`config.mk`:
```
export PLATFORM = sky130hd
export DESIGN_NAME = tdm_sym_fir
export DESIGN_NICKNAME = d
export VERILOG_FILES = /design/src/rtl/fir_pkg.sv /design/src/rtl/fir_sign_bank.sv /design/src/rtl/fir_state_ram.sv /design/src/rtl/fir_tap_slice.sv /design/src/rtl/tdm_sym_fir.sv
export SDC_FILE = /design/constraint.sdc
export NUM_CORES = 2
export LEC_CHECK = 0
export CAP_MARGIN = 20
export CORE_MARGIN = 3
export CORE_UTILIZATION = 51
export CTS_BUF_LIST = sky130_fd_sc_hd__clkbuf_4 sky130_fd_sc_hd__clkbuf_8 sky130_fd_sc_hd__clkbuf_16
export CTS_CLUSTER_DIAMETER = 50
export CTS_CLUSTER_SIZE = 40
export DETAILED_ROUTE_END_ITERATION = 7
export PLACE_DENSITY = 0.67
export RECOVER_POWER = 50
export SLEW_MARGIN = 20
export SYNTH_ARGS = -nofsm -noshare
export SYNTH_HDL_FRONTEND = slang
export SYNTH_HIERARCHICAL = 1
export SYNTH_SLANG_ARGS = --single-unit
```
`constraint.sdc`:
```
create_clock -name clk -period 11.4 [get_ports clk]
set_clock_uncertainty 0.2 [all_clocks]
set_input_delay 2.28 -clock clk [delete_from_list [all_inputs] [get_ports clk]]
set_output_delay 2.28 -clock clk [all_outputs]
set_load 0.005 [all_outputs]
```
`src/rtl/fir_pkg.sv`:
```
package fir_pkg;
  // Index of the product that feeds a tap: taps t and ntap-1-t share one.
  function automatic int mirror_tap(input int t, input int ntap);
    return (t < ntap / 2) ? t : (ntap - 1 - t);
  endfunction
endpackage

```
`src/rtl/fir_sign_bank.sv`:
```
module fir_sign_bank #(
  parameter int NCH  = 8,
  parameter int NTAP = 16,
  localparam int CHW = $clog2(NCH)
) (
  input  logic            clk,
  input  logic            rst,
  input  logic            cfg_bit,
  input  logic            cfg_shift,
  input  logic            cfg_load,
  input  logic [CHW-1:0]  cfg_ch,
  input  logic [CHW-1:0]  rd_ch,
  output logic [NTAP-1:0] rd_signs
);
  logic [NTAP-1:0] shreg;
  logic [NTAP-1:0] words [NCH];

  always_ff @(posedge clk) begin
    if (rst) begin
      shreg <= '0;
      for (int c = 0; c < NCH; c++) words[c] <= '0;
    end else begin
      if (cfg_shift) shreg <= {shreg[NTAP-2:0], cfg_bit};
      if (cfg_load)  words[cfg_ch] <= shreg;
    end
  end

  assign rd_signs = words[rd_ch];
endmodule

```
`src/rtl/fir_state_ram.sv`:
```
module fir_state_ram #(
  parameter int NCH = 8,
  parameter int W   = 180,
  localparam int CHW = $clog2(NCH)
) (
  input  logic           clk,
  input  logic           rst,
  input  logic           we,
  input  logic [CHW-1:0] addr,
  input  logic [W-1:0]   wdata,
  output logic [W-1:0]   rdata
);
  logic [W-1:0] mem [NCH];

  always_ff @(posedge clk) begin
    if (rst) begin
      for (int c = 0; c < NCH; c++) mem[c] <= '0;
    end else if (we) begin
      mem[addr] <= wdata;
    end
  end

  assign rdata = mem[addr];
endmodule

```
`src/rtl/fir_tap_slice.sv`:
```
module fir_tap_slice #(
  parameter int PW = 8,
  parameter int AW = 12
) (
  input  logic [PW-1:0]        prod,
  input  logic                 neg,
  input  logic signed [AW-1:0] carry,
  output logic signed [AW-1:0] sum
);
  localparam int XW = AW + 2;
  localparam logic signed [XW-1:0] HI = {3'b000, {(AW-1){1'b1}}};
  localparam logic signed [XW-1:0] LO = {3'b111, {(AW-1){1'b0}}};

  logic signed [XW-1:0] mag_x, term_x, carry_x, total_x;

  always_comb begin
    mag_x   = $signed({{(XW-PW){1'b0}}, prod});
    term_x  = neg ? -mag_x : mag_x;
    carry_x = {{2{carry[AW-1]}}, carry};
    total_x = term_x + carry_x;
    if (total_x > HI)      sum = HI[AW-1:0];
    else if (total_x < LO) sum = LO[AW-1:0];
    else                   sum = total_x[AW-1:0];
  end
endmodule

```
`src/rtl/tdm_sym_fir.sv`:
```
module tdm_sym_fir #(
  parameter int NCH  = 8,
  parameter int NTAP = 16,
  parameter int PW   = 8,
  parameter int AW   = 12,
  localparam int CHW  = $clog2(NCH),
  localparam int NMAG = NTAP / 2,
  localparam int SW   = (NTAP - 1) * AW
) (
  input  logic                 clk,
  input  logic                 rst,
  input  logic                 in_valid,
  input  logic [CHW-1:0]       in_ch,
  input  logic [NMAG*PW-1:0]   in_prod,
  input  logic                 cfg_bit,
  input  logic                 cfg_shift,
  input  logic                 cfg_load,
  input  logic [CHW-1:0]       cfg_ch,
  output logic                 out_valid,
  output logic [CHW-1:0]       out_ch,
  output logic signed [AW-1:0] out_data
);
  import fir_pkg::*;

  logic [NTAP-1:0] signs;
  logic [SW-1:0]   st_rd, st_wr;
  logic signed [AW-1:0] tap_sum [NTAP];

  fir_sign_bank #(.NCH(NCH), .NTAP(NTAP)) u_signs (
    .clk(clk), .rst(rst), .cfg_bit(cfg_bit), .cfg_shift(cfg_shift),
    .cfg_load(cfg_load), .cfg_ch(cfg_ch), .rd_ch(in_ch), .rd_signs(signs)
  );

  fir_state_ram #(.NCH(NCH), .W(SW)) u_state (
    .clk(clk), .rst(rst), .we(in_valid), .addr(in_ch),
    .wdata(st_wr), .rdata(st_rd)
  );

  for (genvar t = 0; t < NTAP; t++) begin : g_tap
    localparam int M = mirror_tap(t, NTAP);
    logic signed [AW-1:0] carry;
    if (t == NTAP - 1) begin : g_end
      assign carry = '0;
    end else begin : g_mid
      assign carry = st_rd[t*AW +: AW];
    end
    fir_tap_slice #(.PW(PW), .AW(AW)) u_slice (
      .prod(in_prod[M*PW +: PW]), .neg(signs[t]),
      .carry(carry), .sum(tap_sum[t])
    );
  end

  for (genvar k = 0; k < NTAP - 1; k++) begin : g_next
    assign st_wr[k*AW +: AW] = tap_sum[k+1];
  end

  always_ff @(posedge clk) begin
    if (rst) begin
      out_valid <= 1'b0;
      out_ch    <= '0;
      out_data  <= '0;
    end else begin
      out_valid <= in_valid;
      if (in_valid) begin
        out_ch   <= in_ch;
        out_data <= tap_sum[0];
      end
    end
  end
endmodule

```
==> flow_metrics.tcl <==
set metrics [dict create \
    clk_pin_slew_ps 70 \
    io_pins 92 \
    initial_core_util_pct 51.5 \
    slowest_delay_ps 2540 \
    die_area_um2 177000 \
    portBuffers 91 \
    cp-end-kind "flip-flop" \
    synthTopCellsByCount "edfxtp_1, and2_1, mux4_2" \
    drc_errors 0 \
    wl_met3_um 15100 \
    synth_edf_count 1568 \
    wl_um 224000 \
    gp_congestion 0.867 \
    ys_types 88 \
    die_w_um 420 \
    rsz0062_at_grt "false" \
    grt_pass1_wl_um 341000 \
    clk_latency_ps 810 \
    avgRoutedWirePerCell_um 25.1 \
    synth_top_area_share_pct 53.7 \
    setup-violations-final 0 \
    synth_cells 6607 \
    place_hpwl_um 125000 \
    drive_gt1_share_pct 15.5 \
    p_leak_nw 35.7 \
    core_region_area_um2 170000 \
    finalCriticalPeriod_ps 9270 \
    ys_warn_count 6 \
    tightest_slew_ps 4650 \
    final_max_slew_viol_count 1404 \
    path_cells "buf_8 > clkbuf_2 > mux2_1 > o21ai_0 > xnor2_1 > ha_1 > and2_0 > a221oi_1 > a211oi_1 > nor4b_1 > xnor2_2 > o31ai_2 > a21oi_1 > and2_1" \
    critPathBufInv 2 \
    dr.pass1.iters 5 \
    clock_sinks 1600 \
    path_max_fanout 101 \
    cp.arrival_ps 9710 \
    path_class "in -> reg" \
    fmax_mhz 108 \
    post_cts_buffers 0 \
    hold-worst-slack_ps 289 \
    dp_cells 8649 \
    antenna_left 0 \
    top_layer "met5" \
    drt-initial-drc-count 5225 \
    start_kind "input pin" \
    synth-seq-cells 1600 \
    synth_top_cells_by_area "edfxtp_1, and2_1, mux4_2" \
    htree_levels 4 \
    gr-usage-all-layers_pct 25.5 \
    viasPerCell 6.06 \
    wl_met2_um 107000 \
    p_per_area_nw_per_um2 174 \
    relSlewSlack_pct -210 \
    cpLargestDelayFamily "buffers and inverters" \
    postCtsHoldBufs 0 \
    grt_pass1_vias 54800 \
    die_h_um 420 \
    hp-class "reg -> reg" \
    yosys.cell_count.top_type "edfxtp_1" \
    root_buffer "clkbuf_16" \
    clk_path_buf_depth 3 \
    dr_total_vias 54200 \
    cap_violations 25 \
    cts_tree "built" \
    synthFlopType "edfxtp_1" \
    crit_required_ps 11840 \
    cts-resized-gates 0 \
    violations "capacitance limit, slew limit" \
    avgSynthCellArea_um2 13.3 \
    fin_crit_sh_pct 81.3 \
    instances_no_fill 8941 \
    seq_area_frac_synth_pct 54.5 \
    outcome "finished with violations" \
    fin_setup_tns_ps 0 \
    grt_max_degree 131 \
    post-route-util_pct 56.4 \
    hold_viol 0 \
    overflow 0 \
    fill_cells 13600 \
    syn_to_final_growth_pct 9.46 \
    antenna_found_initial 8 \
    synth.largest_area_cell "edfxtp_1" \
    crit_slowest_cell "clkbuf_2" \
    max-vdd-ir-drop_mv 0.162 \
    placementRows 151 \
    m1WireLength_um 97800 \
    synth-async-reset-ratio_pct 0 \
    cts_inserted_buffers 155 \
    fin_nets 6920 \
    syn_area_um2 87600 \
]
==> power breakdown <==
part / switching (mW) / internal (mW)
logic: 2.80 / 1.46
clock network: 2.54 / 2.99
registers: 0.0789 / 6.80
total: 5.42 / 11.3
==> worst min-delay path: stages, from the launching register on <==
cell and delay, ps:
dfxtp_1 320, mux2i_1 60, nor2_1 70
==> registers in the layout, indices dropped and copies added (netlist names) <==
signal,count
u_state/mem,1440
u_signs/words,128
u_signs/shreg,16
out_data,12
out_ch,3
out_valid,1
==> area by class of cell <==
type	count	area [µm²]	share of cell area [%]
inverter	165	621	0.647
clock inverter	116	1400	1.46
antenna	4	10.0	0.0104
timing repair buffer	165	1580	1.64
multi-input combinational	4501	37600	39.2
tap	2218	2780	2.89
sequential	1600	47700	49.8
clock buffer	172	4160	4.34
==> metrics by stage <==
step                      power (mW)  worst slack (ps)  area (µm²)
after floorplan                 9.98              4820       87700
after global placement          11.2              3160       90600
after detailed placement        11.2              3100       90600
after CTS                       16.8              3950       96100
after global routing            17.5              1760       95900
final                           16.7              2130       95900
==> logic make-up (layout without fill, tap and decap cells) <==
family | after synthesis | count (layout) | share of synthesized area, %
XOR/XNOR | 264 | 264 | 2.97
adder cells (fa/ha/maj) | 256 | 256 | 3.79
AND/OR/NAND/NOR | 2533 | 2533 | 16.7
other | 1 | 20 | 0.00428
buffers and inverters | 521 | 618 | 2.56
multiplexers | 561 | 561 | 12.3
flip-flops | 1600 | 1600 | 54.5
AO/OA/AOI/OAI | 871 | 871 | 7.17
==> routing by layer <==
layer	global-route usage, %	vias to the layer above
met5	0	-
met4	5.73	2
met3	3.58	288
met2	41.3	1775
met1	36.7	27600
li1	-	24500
==> cell usage in the layout (no fill, tap or decap), types with 126 or more instances in the layout <==
master and count:
edfxtp_1 1568, and2_1 1381, mux4_2 363, nand2_1 352, ha_1 240, a21oi_1 202
nor3_1 172, xnor2_1 169, nor2_1 166, clkbuf_16 163, inv_1 148, o21ai_0 128
mux2_2 126
==> final timing paths <==
path / from / depth (start not counted) / to / slack [ps]
worst min-delay path: out_ch[2] / 2 / out_ch[2] / 290
worst max-delay path: in_ch[1] / 14 / u_state/mem[2][79] / 2130
worst max register to register: u_signs/words[3][2] / 13 / u_state/mem[4][20] / 6170
worst min register to register: out_ch[2] / 2 / out_ch[2] / 290
Power figures use the tool's default switching activity.
